===== config.mk =====
export PLATFORM = sky130hd
export DESIGN_NAME = rd_prefetch_tgt
export DESIGN_NICKNAME = d
export VERILOG_FILES = /design/src/rtl/rpf_pkg.sv /design/src/rtl/rpf_buffer.sv /design/src/rtl/rpf_fill_ctrl.sv /design/src/rtl/rpf_phase_timer.sv /design/src/rtl/rd_prefetch_tgt.sv
export SDC_FILE = /design/constraint.sdc
export NUM_CORES = 1
export LEC_CHECK = 0
export ABC_AREA = 1
export BUFFER_PORTS_ARGS = -buffer_cell sky130_fd_sc_hd__buf_2
export CAP_MARGIN = 25
export CORE_MARGIN = 5
export CORE_UTILIZATION = 59
export DETAILED_ROUTE_END_ITERATION = 8
export PLACE_DENSITY = 0.8
export SLEW_MARGIN = 15
export SYNTH_ARGS = -nofsm -noshare
export SYNTH_HDL_FRONTEND = slang
export SYNTH_HIERARCHICAL = 1
export SYNTH_SLANG_ARGS = --single-unit

===== constraint.sdc =====
create_clock -name clk -period 4 [get_ports clk]
set_input_delay 0.8 -clock clk [delete_from_list [all_inputs] [get_ports clk]]
set_output_delay 0.8 -clock clk [all_outputs]
set_load 0.05 [all_outputs]

===== src/rtl/rpf_pkg.sv =====
// Package: shared types for the burst read prefetch target.
// Assumes: nothing beyond IEEE 1800-2017.
package rpf_pkg;

    // Outcome of a request in the cycle it is presented
    typedef enum logic [1:0] {
        DEC_IDLE  = 2'd0,
        DEC_RETRY = 2'd1,
        DEC_CONT  = 2'd2,
        DEC_NEW   = 2'd3
    } rpf_dec_e;

endpackage


===== src/rtl/rpf_buffer.sv =====
// Module: circular word buffer holding prefetched read data.
// Does: stores pushed words in order, presents the oldest one, tracks fill level.
// Assumes: flush is never raised in the same cycle as push; the caller keeps
// pushes within capacity and pops only when count is non-zero.
module rpf_buffer #(
    parameter int DW    = 32,
    parameter int DEPTH = 5
) (
    input  logic                         clk,
    input  logic                         rst_n,
    input  logic                         flush,
    input  logic                         push,
    input  logic [DW-1:0]                push_data,
    input  logic                         pop,
    output logic [DW-1:0]                rd_data,
    output logic [$clog2(DEPTH+1)-1:0]   count
);
    localparam int PW = (DEPTH > 1) ? $clog2(DEPTH) : 1;
    localparam int CW = $clog2(DEPTH + 1);

    logic [DW-1:0] store [DEPTH];
    logic [PW-1:0] wr_ptr;
    logic [PW-1:0] rd_ptr;
    logic [CW-1:0] level;

    // Next pointer value with wrap at DEPTH
    function automatic logic [PW-1:0] bump(input logic [PW-1:0] p);
        return (p == PW'(DEPTH - 1)) ? '0 : p + 1'b1;
    endfunction

    // Storage write on push
    always_ff @(posedge clk) begin
        if (push) begin
            store[wr_ptr] <= push_data;
        end
    end

    // Pointer and level tracking, cleared by reset or flush
    always_ff @(posedge clk) begin
        if (!rst_n || flush) begin
            wr_ptr <= '0;
            rd_ptr <= '0;
            level  <= '0;
        end else begin
            if (push) wr_ptr <= bump(wr_ptr);
            if (pop)  rd_ptr <= bump(rd_ptr);
            case ({push, pop})
                2'b10:   level <= level + 1'b1;
                2'b01:   level <= level - 1'b1;
                default: level <= level;
            endcase
        end
    end

    assign rd_data = store[rd_ptr];
    assign count   = level;

    AST_NO_OVERFLOW: assert property (@(posedge clk) disable iff (!rst_n)
        (push && !pop) |-> (level < CW'(DEPTH))) else $error("buffer overflow");
    AST_NO_UNDERFLOW: assert property (@(posedge clk) disable iff (!rst_n)
        pop |-> (level != '0)) else $error("buffer underflow");
    AST_FLUSH_QUIET: assert property (@(posedge clk) disable iff (!rst_n)
        flush |-> !push) else $error("flush during push");

endmodule


===== src/rtl/rpf_fill_ctrl.sv =====
// Module: memory fill sequencer.
// Does: issues fixed-size fill requests at a new-stream address or at the next
// unfetched address of the current stream, then counts the responses.
// Assumes: start_new is only raised while no fill is pending; responses arrive
// no earlier than the cycle after fill_req, one word per valid strobe.
module rpf_fill_ctrl #(
    parameter int AW       = 16,
    parameter int PF_WORDS = 4
) (
    input  logic          clk,
    input  logic          rst_n,
    input  logic          start_new,
    input  logic [AW-1:0] new_addr,
    input  logic          refill_want,
    input  logic          rsp_valid,
    output logic          fill_req,
    output logic [AW-1:0] fill_addr,
    output logic          pending
);
    localparam int LW = $clog2(PF_WORDS + 1);

    logic [AW-1:0] fetch_addr;
    logic [LW-1:0] words_left;
    logic          issue;
    logic [AW-1:0] issue_addr;

    // Pick when and where the next fill starts
    always_comb begin
        issue      = start_new || (refill_want && !pending);
        issue_addr = start_new ? new_addr : fetch_addr;
    end

    // Fill issue, address advance and response counting
    always_ff @(posedge clk) begin
        if (!rst_n) begin
            fill_req   <= 1'b0;
            fill_addr  <= '0;
            fetch_addr <= '0;
            pending    <= 1'b0;
            words_left <= '0;
        end else begin
            fill_req <= issue;
            if (issue) begin
                fill_addr  <= issue_addr;
                fetch_addr <= issue_addr + AW'(PF_WORDS);
                pending    <= 1'b1;
                words_left <= LW'(PF_WORDS);
            end else if (rsp_valid && pending) begin
                words_left <= words_left - 1'b1;
                if (words_left == LW'(1)) pending <= 1'b0;
            end
        end
    end

    AST_ONE_FILL: assert property (@(posedge clk) disable iff (!rst_n)
        fill_req |-> $rose(pending)) else $error("fill issued while pending");
    AST_FILL_DONE: assert property (@(posedge clk) disable iff (!rst_n)
        $fell(pending) |-> $past(rsp_valid)) else $error("fill ended without data");
    AST_NEW_WHEN_IDLE: assert property (@(posedge clk) disable iff (!rst_n)
        start_new |-> !pending) else $error("new stream during fill");
    AST_RSP_IN_FILL: assert property (@(posedge clk) disable iff (!rst_n)
        rsp_valid |-> pending) else $error("stray fill response");

endmodule


===== src/rtl/rpf_phase_timer.sv =====
// Module: data-phase deadline counter.
// Does: after the first data phase of a transfer, counts clocks without a phase
// and raises disconnect on the LIMIT-th such clock.
// Assumes: the transfer ends in the cycle after disconnect.
module rpf_phase_timer #(
    parameter int LIMIT = 8
) (
    input  logic clk,
    input  logic rst_n,
    input  logic active,
    input  logic phase_done,
    output logic disc
);
    localparam int TW = (LIMIT > 1) ? $clog2(LIMIT) : 1;

    logic          first_done;
    logic [TW-1:0] idle_cnt;

    // Track first phase and idle clocks since the last phase
    always_ff @(posedge clk) begin
        if (!rst_n || !active) begin
            first_done <= 1'b0;
            idle_cnt   <= '0;
        end else if (phase_done) begin
            first_done <= 1'b1;
            idle_cnt   <= '0;
        end else if (first_done) begin
            idle_cnt <= idle_cnt + 1'b1;
        end
    end

    assign disc = active && first_done && !phase_done && (idle_cnt == TW'(LIMIT - 1));

    AST_NO_EARLY_DISC: assert property (@(posedge clk) disable iff (!rst_n)
        phase_done |=> !disc) else $error("disconnect right after phase");

endmodule


===== src/rtl/rd_prefetch_tgt.sv =====
// Module: burst read prefetch target (top).
// Does: decides accept/retry for read requests, owns the current stream
// (master and next address), returns buffered words one per clock, and
// ends transfers on last word or on the phase deadline.
// Assumes: a master raises req_valid for one cycle per attempt; fill responses
// deliver words in address order.
module rd_prefetch_tgt #(
    parameter int DW          = 32,
    parameter int AW          = 16,
    parameter int MW          = 3,
    parameter int PF_WORDS    = 4,
    parameter int LOW_WM      = 1,
    parameter int PHASE_LIMIT = 8
) (
    input  logic          clk,
    input  logic          rst_n,
    input  logic          req_valid,
    input  logic [MW-1:0] req_master,
    input  logic [AW-1:0] req_addr,
    output logic          req_accept,
    output logic          req_retry,
    input  logic          rd_last,
    output logic          dat_valid,
    output logic [DW-1:0] dat_data,
    output logic          disconnect,
    output logic          fill_req,
    output logic [AW-1:0] fill_addr,
    input  logic          fill_rsp_valid,
    input  logic [DW-1:0] fill_rsp_data
);
    import rpf_pkg::*;

    localparam int DEPTH = PF_WORDS + LOW_WM;
    localparam int CW    = $clog2(DEPTH + 1);

    logic          active;
    logic          stream_valid;
    logic [MW-1:0] stream_master;
    logic [AW-1:0] next_addr;
    logic          stream_match;
    logic          fill_pending;
    logic [CW-1:0] buf_count;
    logic          phase;
    logic          start_new;
    logic          refill_want;
    rpf_dec_e      dec;

    // Classify the presented request
    always_comb begin
        stream_match = stream_valid && (req_master == stream_master) && (req_addr == next_addr);
        if (!req_valid || active)  dec = DEC_IDLE;
        else if (stream_match)     dec = DEC_CONT;
        else if (fill_pending)     dec = DEC_RETRY;
        else                       dec = DEC_NEW;
    end

    // Request answers, data phase and fill triggers
    always_comb begin
        req_accept  = (dec == DEC_CONT) || (dec == DEC_NEW);
        req_retry   = (dec == DEC_RETRY);
        start_new   = (dec == DEC_NEW);
        phase       = active && (buf_count != '0);
        refill_want = active && (buf_count <= CW'(LOW_WM));
    end

    assign dat_valid = phase;

    // Transfer state and stream ownership
    always_ff @(posedge clk) begin
        if (!rst_n) begin
            active        <= 1'b0;
            stream_valid  <= 1'b0;
            stream_master <= '0;
            next_addr     <= '0;
        end else begin
            if (req_accept) begin
                active <= 1'b1;
            end else if ((phase && rd_last) || disconnect) begin
                active <= 1'b0;
            end
            if (start_new) begin
                stream_valid  <= 1'b1;
                stream_master <= req_master;
                next_addr     <= req_addr;
            end else if (phase) begin
                next_addr <= next_addr + 1'b1;
            end
        end
    end

    rpf_buffer #(
        .DW    (DW),
        .DEPTH (DEPTH)
    ) u_buf (
        .clk       (clk),
        .rst_n     (rst_n),
        .flush     (start_new),
        .push      (fill_rsp_valid),
        .push_data (fill_rsp_data),
        .pop       (phase),
        .rd_data   (dat_data),
        .count     (buf_count)
    );

    rpf_fill_ctrl #(
        .AW       (AW),
        .PF_WORDS (PF_WORDS)
    ) u_fill (
        .clk         (clk),
        .rst_n       (rst_n),
        .start_new   (start_new),
        .new_addr    (req_addr),
        .refill_want (refill_want),
        .rsp_valid   (fill_rsp_valid),
        .fill_req    (fill_req),
        .fill_addr   (fill_addr),
        .pending     (fill_pending)
    );

    rpf_phase_timer #(
        .LIMIT (PHASE_LIMIT)
    ) u_timer (
        .clk        (clk),
        .rst_n      (rst_n),
        .active     (active),
        .phase_done (phase),
        .disc       (disconnect)
    );

    AST_DISC_NO_DATA: assert property (@(posedge clk) disable iff (!rst_n)
        disconnect |-> !dat_valid) else $error("data on disconnect");
    AST_DISC_ENDS: assert property (@(posedge clk) disable iff (!rst_n)
        disconnect |=> !active) else $error("transfer survives disconnect");
    AST_LAST_ENDS: assert property (@(posedge clk) disable iff (!rst_n)
        (dat_valid && rd_last) |=> !dat_valid) else $error("data after last");
    AST_ANSWER_EXCL: assert property (@(posedge clk) disable iff (!rst_n)
        !(req_accept && req_retry)) else $error("accept and retry together");

endmodule


# Word-level counts from Yosys, hierarchy flattened
# Memory sizes are Yosys's and may differ from the RTL's. A register that Yosys moved wholly into a read port is not among the register bits.
# Index checks and enable logic that the tools add are counted.
# totals
reg_bits	71
latch_bits	0
mem_bits_rw	160
romBits	0
output_inout_bits	53
mem_count	1
# classes
add_sub_neg	8
multipliers	0
div	0
n_lt_le_gt_ge	1
n_eq_ne	11
n_shift	0
muxes	20
n_bitwise	1
n_reduce_logical	30
# memory_table
memory	depth	word_bits	read_ports	rd_ports_with_merged_regs	wr	line	source
u_buf.store	5	32	1	1	1	rpf_buffer.sv:21	logic [DW-1:0] store [DEPTH];
# op_table
operator	count
16-bit two-way mux	3
3-bit two-way mux	6
16-bit by 1-bit adder with 16-bit output (second input constant)	1
16-bit by 3-bit adder with 16-bit output (second input constant)	1
16-bit == test	1
3-bit by 1-bit adder with 3-bit output (second input constant)	4
1-bit logical AND	10
2-bit nonzero test	5
3-bit == test (second input constant)	3
1-bit two-way mux	7
2-bit == test (second input constant)	3
1-bit logical OR	6
2-bit two-way mux	3
3-bit case mux with 2 select lines	1
3-bit by 1-bit subtractor with 3-bit output (second input constant)	2
1-bit logical NOT	5
2-bit by 1-bit == test with 1-bit output (second input constant)	2
2-bit OR reduction	2
3-bit by 1-bit == test with 1-bit output (second input constant)	1
3-bit == test	1
3-bit by 1-bit less-or-equal comparator with 1-bit output (second input constant)	1
3-bit nonzero test	1
2-bit AND reduction	1
1-bit inverter	1

# Depth between registers and ports, before layout
# Gate-level depths: netlist (run 1).
# depth
depth_word	9
ltp_mapped	20
depth_no_buf	19

# By module
# The synthesis (run 1) kept the hierarchy.
# modules_own_cells
module	n_inst	cells_per_inst	area_per_inst_um2	seq_area_each_um2
rpf_buffer	1	711	7324.5	5044.8
rpf_fill_ctrl	1	248	1779.2	700.7
rd_prefetch_tgt	1	300	1720.4	420.4
rpf_phase_timer	1	29	207.7	80.1

# Worst setup path after synthesis (run 1)
# OpenSTA, ideal clock, no wires.
# synth_path
path_kind	input -> register
start	input port fill_rsp_valid
end	memory u_buf.store[4][0] (enable)
arrival_ns	3.054
setup_slack_ns	0.485
stages	2
path_cell_list	nand2_1 -> nor3_1
# synth_via
elab_chain_cells	2
# synth_rtl
element	line	source
from (decl)	rd_prefetch_tgt.sv:28	input logic fill_rsp_valid,
1-bit two-way mux	rpf_buffer.sv:33	if (push) begin
1-bit two-way mux (implied by the code)	rpf_buffer.sv:34	store[wr_ptr] <= push_data;
to (decl)	rpf_buffer.sv:21	
# Every way passes these cells.

# Worst setup path after layout (run 1)
# layout_path
start	register u_buf.level[1] (netlist: u_buf/count[1])
end	output port disconnect
# layout_via
elab_chain_cells	5
# layout_rtl
element	line	source
from (decl)	rpf_buffer.sv:24	logic [CW-1:0] level;
from (signal assigned)	rpf_buffer.sv:48	2'b10: level <= level + 1'b1;
from (signal assigned)	rpf_buffer.sv:49	2'b01: level <= level - 1'b1;
from (signal assigned)	rpf_buffer.sv:50	default: level <= level;
3-bit nonzero test	rd_prefetch_tgt.sv:62	phase = active && (buf_count != '0);
1-bit logical AND	rd_prefetch_tgt.sv:62	
1-bit logical NOT	rpf_phase_timer.sv:32	assign disc = active && first_done && !phase_done && (idle_cnt == TW'(LIMIT - 1));
1-bit logical AND (2 in series)	rpf_phase_timer.sv:32	
to (decl)	rd_prefetch_tgt.sv:25	output logic disconnect,
# Every way passes these cells.

==> out/metrics.cfg, run 1 <==
[drt]
wl_mm = 24.0
wire_per_inst_um = 14.6
drc = 0
viasPerCell = 5.15
drt_iter0_markers = 650
ant_nets = 0
vias = 8461
first_pass_iters = 7

[synthesis]
synthAdderAreaFrac = 0.0143
netlist_area_mm2 = 0.0110
synth_compound_area_frac = 0.0336
yosys-top-cells-area = edfxtp_1 (44%), nand2_1 (15%), dfxtp_1 (13%)
ys_types = 41
yosys.area.top_type = edfxtp_1
synth_seq_cells = 232
synthCells = 1288
muxShareOfSynthArea = 0
yosysTopAreaCellShare = 0.436
synth.net_count = 1356
synth_top_family_by_area = simple AND/OR/NAND/NOR gates
synthArstFlopShare = 0
yosysSeqAreaShare = 0.566
yosysWarnings = 6
synthFlopType = edfxtp_1
synth-edff-count = 160
syn-mean-instance-area_um2 = 8.57
synth-xor-area-share = 0.00953
synth-simple-area-share = 0.269

[min_path]
min_path_cells = 2
hold_class = flop to flop
min_from = u_fill/fetch_addr[8]

[clock_tree]
cts_buffers = 23
clk_pin_slew_worst_paths_ns = 0.06
cts_sinks = 232
htreeDepth = 1
clock_latency_ns = 0.50
cts_tree = done
cts_resized = 0
cts_hold_buf = 0
cts_root_buffer = clkbuf_16
post_cts_buffers = 0
cts_buffer_depth = 3

[timing]
worst_pin_slew_ns = 0.706
rsz0062_at_grt = false
worst_hold_slack_ns = 0.453
min_period_ns = 3.15
fin_tns_setup_ns = 0
fin_skew_ns = 0.00819
hold_viol = 0
setup_viol = 0
setup_ws_ns = 0.849
slew_viol_final = 0
post-route-period-util = 0.788
fmax_mhz = 317
slew_headroom = 0.528

[worst_setup_path]
required_ns = 3.20
worstSetupStartpoint = u_buf/count[1]
startpoint_type = flop
cp.depth = 6
cp-end-kind = primary output
timing.rr.start = next_addr[5]
crit_type = flop to primary output
slowest_delay_ns = 0.42
path_cells = or3_1 -> nand2_1 -> buf_4 -> inv_1 -> nor3_2 -> buf_2
crit_slowest_cell = or3_1
crit_buf_inv = 3
r2r_cells = 18
crit_family = buffers and inverters
worstPathMaxFanout = 18
r2r_slack_ns = 1.01
critPathArrivalTime_ns = 2.35

[power]
ir_drop_uv = 383
p_total_mw = 5.97
total_leakage_power_nw = 5.83
power_density_mw_per_mm2 = 479

[placement]
place_area_mm2 = 0.0117
io_buffers = 108
gp_congestion = 0.902
place_ws_ns = 0.628
dpl.hpwl_mm = 15.5

[floorplanning]
die_h_um = 147
core_area_mm2 = 0.0186
die_area_mm2 = 0.0215
start_util = 0.594
ios = 109
row_count = 50
die_w_um = 147

[grt]
grt_pass1_vias = 8286
grt_pass1_wl_mm = 39.2
grt_max_degree = 65
track_usage = 0.219
grt-ovfl-total = 0
antenna_found_initial = 1

[final_layout]
syn2layout_area_growth_pct = 12.8
design_area_mm2 = 0.0124
nets = 1460
drive_gt1_frac = 0.151

[job]
cap_violations = 0

[status]
status = finished clean

## layer usage
layer | vias up | share of wire | global-route usage
met5 | - | 0.00054 | 0
met4 | 2 | 0.019 | 0.0659
met3 | 40 | 0.072 | 0.0361
met2 | 288 | 0.50 | 0.389
met1 | 3874 | 0.41 | 0.277
li1 | 4257 | - | -
## final timing paths
path	end
max reg2reg	u_fill/fetch_addr[14]
min	u_fill/fetch_addr[8]
min reg2reg	u_fill/fetch_addr[8]
max	disconnect
## worst reg2reg max path, delay by kind of cell, from the launching register on
family	cells	cell delay, ns
fa+ha+maj	1	0.23
buf+inv	3	0.59
simple gates	14	1.60
flops	1	0.45
## metrics by stage
stage / util / cells
6_report: 0.670 / 1644
5_1_grt: 0.670 / 1643
4_1_cts: 0.670 / 1643
3_5_place_dp: 0.632 / 1601
3_3_place_gp: 0.629 / 1598
2_1_floorplan: - / 1288
## cell families after synthesis
group | count (synthesis)
and+or+nand+nor | 695
xor gates and xnor gates | 12
buffers and inverters | 272
adders and majority gates | 12
AOI/OAI and AO/OA | 65
DFF | 232
## synth_stat cells, types with 6 or more instances
library cell and count:
inv_1 220, edfxtp_1 160, nand2_2 18, xor2_1 7, nand3_1 135, dfxtp_1 72
nor2_1 54, ha_1 11, a21oi_1 22, nand2_1 451, o21ai_0 30, nor2_2 6
buf_2 23, buf_6 11, nand4_1 10
## cells in the final DEF (no fill, tap or decap), drive strengths merged
cell | synthesis | final
o21ai | 33 | 33
o21a | 1 | 1
xor2 | 7 | 7
inv | 224 | 226
ha | 11 | 11
a31oi | 1 | 1
or3 | 1 | 1
bufinv | 0 | 1
nand2 | 471 | 471
a21boi | 1 | 1
a21oi | 22 | 22
diode | 0 | 1
nor2 | 63 | 63
nand3 | 139 | 139
fa | 1 | 1
clkbuf | 8 | 28
edfxtp | 160 | 160
nand4 | 10 | 10
or2 | 4 | 4
clkinv | 0 | 11
nor3 | 7 | 7
a211o | 1 | 1
buf | 40 | 127
o22ai | 2 | 2
xnor2 | 5 | 5
o21bai | 1 | 1
dfxtp | 72 | 72
a22o | 3 | 3
## flip-flops by register name, summed over array words and instances (netlist names), 3 cells and up, named ones only
signal             count
u_buf/count            3
u_fill/fetch_addr     14
u_buf/wr_ptr           3
stream_master          3
next_addr             16
u_buf/store          160
u_timer/idle_cnt       3
u_fill/words_left      3
u_buf/rd_ptr           3
u_fill/fill_addr      16
## power by group
part / leakage [nW] / internal, mW / switching, mW
Sequential: 2.05 / 2.71 / 0.0872
Clock: 0.350 / 1.14 / 0.861
Combinational: 3.43 / 0.311 / 0.848
Total: 5.83 / 4.17 / 1.80
## cell type report
| cell class | instances | area (µm²) |
|---|---|---|
| Sequential cell | 232 | 6250 |
| Fill cell | 1400 | 6130 |
| Multi-Input combinational cell | 784 | 3640 |
| Inverter | 224 | 841 |
| Timing Repair Buffer | 127 | 721 |
| Clock buffer | 28 | 604 |
| Tap cell | 234 | 293 |
| Clock inverter | 14 | 100 |
| Antenna cell | 1 | 2.50 |
(Power assumes the default switching activity.)
==> run 2, diff against run 1 <==
- CORE_UTILIZATION: 59 -> 54
- PLACE_DENSITY: 0.8 -> 0.77
- clock period: 4 -> 2.56 ns (I/O delays scaled with it)
==> run 2 against run 1 <==
Net effect: sequential cell count did not move; sequential share of layout area is 2.0 points lower; critical path depth is 6 higher; global-route usage shrank 1.6 points; first-iteration DRC count down 21%; combinational power rose by 66%; wire length rose by 1.8%; utilization shrank 2.4 points; non-clock buffer count rose by 34; design area up 4.6%; critical path type unchanged; critical endpoint is now req_accept.
==> out/metrics.cfg, run 2 (synthesis gave the netlist of run 1 again) <==
[power]
power_frac_clock = 0.349
total_leakage_power_nw = 6.08
p_sw_frac = 0.296
power_density_mw_per_mm2 = 744
switching_power_mw = 2.87
p_total_mw = 9.69
pwr-share-comb = 0.199
p_seq_frac = 0.452
ir_drop_uv = 521
internal_power_mw = 6.82

[worst_setup_path]
cp-end-kind = primary output
slowest_delay_ns = 0.38
timing.rr.start = next_addr[11]
r2r_cells = 17
critPathArrivalTime_ns = 2.03
startpoint_type = flop
worstPathMaxFanout = 6
crit_family = simple AND/OR/NAND/NOR gates
r2r_slack_ns = 0.20
crit_type = flop to primary output
path_cells = inv_2 -> nand2_1 -> nand2_1 -> nor2_1 -> nand2_1 -> nor2_2 -> nand3_4 -> buf_12 -> nand2_4 -> nand3_4 -> inv_2 -> buf_8
crit_buf_inv = 4
cpMostUsedCell = nand2_1
r2r_end = u_fill/fetch_addr[14]
crit_slowest_cell = dfxtp_4
required_ns = 2.05

[timing]
fin_tns_setup_ns = 0
fmax_mhz = 393
worst_pin_slew_ns = 0.504
setup_viol = 0
slew_viol_final = 0
fin_skew_ns = 0.0196
rsz0062_at_grt = true
min_period_ns = 2.54
slew_headroom = 0.664
post-route-period-util = 0.993
hold_viol = 0

[min_path]
hold_end = u_buf/store[1][25]
hold_class = input pin to flop
min_from = fill_rsp_data[25]
min_path_cells = 1

[floorplanning]
die_h_um = 153
start_util = 0.547
ios = 109
die_w_um = 153
row_count = 52
core_area_mm2 = 0.0202
die_area_mm2 = 0.0234

[placement]
gp_congestion = 0.894
place_area_mm2 = 0.0120
dpl.hpwl_mm = 15.9
place_inst = 1658
io_buffers = 108

[drt]
first_pass_iters = 5
wire_per_inst_um = 14.2
vias = 8526
wl_mm = 24.4
viasPerCell = 4.97
route.met2.wl_mm = 11.9
top_layer = met5
dr_wl_met3_mm = 1.45
wl_met1_mm = 10.3
drt_iter0_markers = 511
ant_nets = 0
drc = 0

[clock_tree]
cts_root_buffer = clkbuf_16
cts_hold_buf = 0
htreeDepth = 1
clk_pin_slew_worst_paths_ns = 0.06
cts_buffers = 24
cts_tree = done
cts_buffer_depth = 3
clock_latency_ns = 0.52
cts_sinks = 232

[grt]
antenna_found_initial = 4
track_usage = 0.203
grt_pass1_vias = 8224
grt_pass1_wl_mm = 39.6
grt-ovfl-total = 0
grt_max_degree = 65

[final_layout]
largest_reg_flops = 160
drive_gt1_frac = 0.196
mostFrequentLayoutCells = nand2_1 (448), inv_1 (211), edfxtp_1 (160)
nFillCells = 1638
design_area_mm2 = 0.0130
final_common_cell = nand2_1
nets = 1495
stdcell_count = 1717
reg_top3 = u_buf/store: 160 flops, next_addr: 16 flops, u_fill/fill_addr: 16 flops
top_register = u_buf/store
syn2layout_area_growth_pct = 18.0
utilization = 0.646

[status]
status = finished clean

[job]
cap_violations = 0

## run 2: area by class of cell
class	instances	area [µm²]	share of cell area
clock buffers	37	742	0.0570
flip-flops and latches	232	6280	0.482
clock inverters	7	52.6	0.00404
diodes	2	5.00	0.000384
inverters	224	850	0.0652
repair buffers	161	1080	0.0827
well taps	270	338	0.0259
multi-input cells	784	3680	0.283
## run 2: how the worst max path moves through the flow
stage / start / to / slack [ns] / cells past startpoint
after floorplan: u_buf/count[1] / u_buf/count[2] / 0.15 / 10
after global placement: req_master[0] / u_fill/fetch_addr[12] / 0.05 / 18
after detailed placement: req_master[0] / u_fill/fetch_addr[14] / -0.03 / 18
after CTS: next_addr[12] / req_accept / -0.009 / 12
after global routing: next_addr[8] / req_accept / -0.08 / 12
final: next_addr[11] / req_accept / 0.02 / 12
## run 2: through the flow
step           hold WS, ns  setup slack, ns
2_1_floorplan        0.426            0.150
3_3_place_gp         0.441           0.0488
3_5_place_dp         0.445          -0.0251
4_1_cts              0.197         -0.00926
5_1_grt              0.204          -0.0771
6_report             0.215           0.0173
## run 2: power groups by stage
stage | Combinational [mW] | Clock [mW] | Sequential (mW)
finish | 1.92 | 3.38 | 4.38
global placement | 1.85 | 0 | 4.44
global route | 2.12 | 3.60 | 4.40
detailed placement | 1.88 | 0 | 4.45
floorplan | 1.30 | 0 | 4.50
CTS | 1.90 | 3.44 | 4.37
## run 2: worst register-to-register path, cell delays in order (launching register included)
cell	delay, ns
dfxtp_4	0.38
inv_2	0.05
nand2_1	0.05
nand2_1	0.07
nor2_1	0.12
nand2_1	0.08
nor2_2	0.17
nand3_4	0.12
nand2_4	0.07
inv_1	0.08
buf_4	0.17
o21ai_2	0.15
ha_1	0.21
nand3_2	0.12
nor2_4	0.19
nand3_1	0.10
nand2_1	0.07
nand3_1	0.06
## run 2: timing repair
| item | CTS | global route |
|---|---|---|
| pin swaps | 0 | 13 |
| gates cloned | 0 | 1 |
| setup endpoints to repair | 20 | 29 |
| resized for setup | 19 | 33 |
| setup buffers | 0 | 12 |
## run 2: routing by layer
layer | vias up | global-route usage
li1 | 4327 | -
met1 | 3912 | 0.262
met2 | 229 | 0.352
met3 | 54 | 0.0336
met4 | 4 | 0.0670
met5 | - | 0
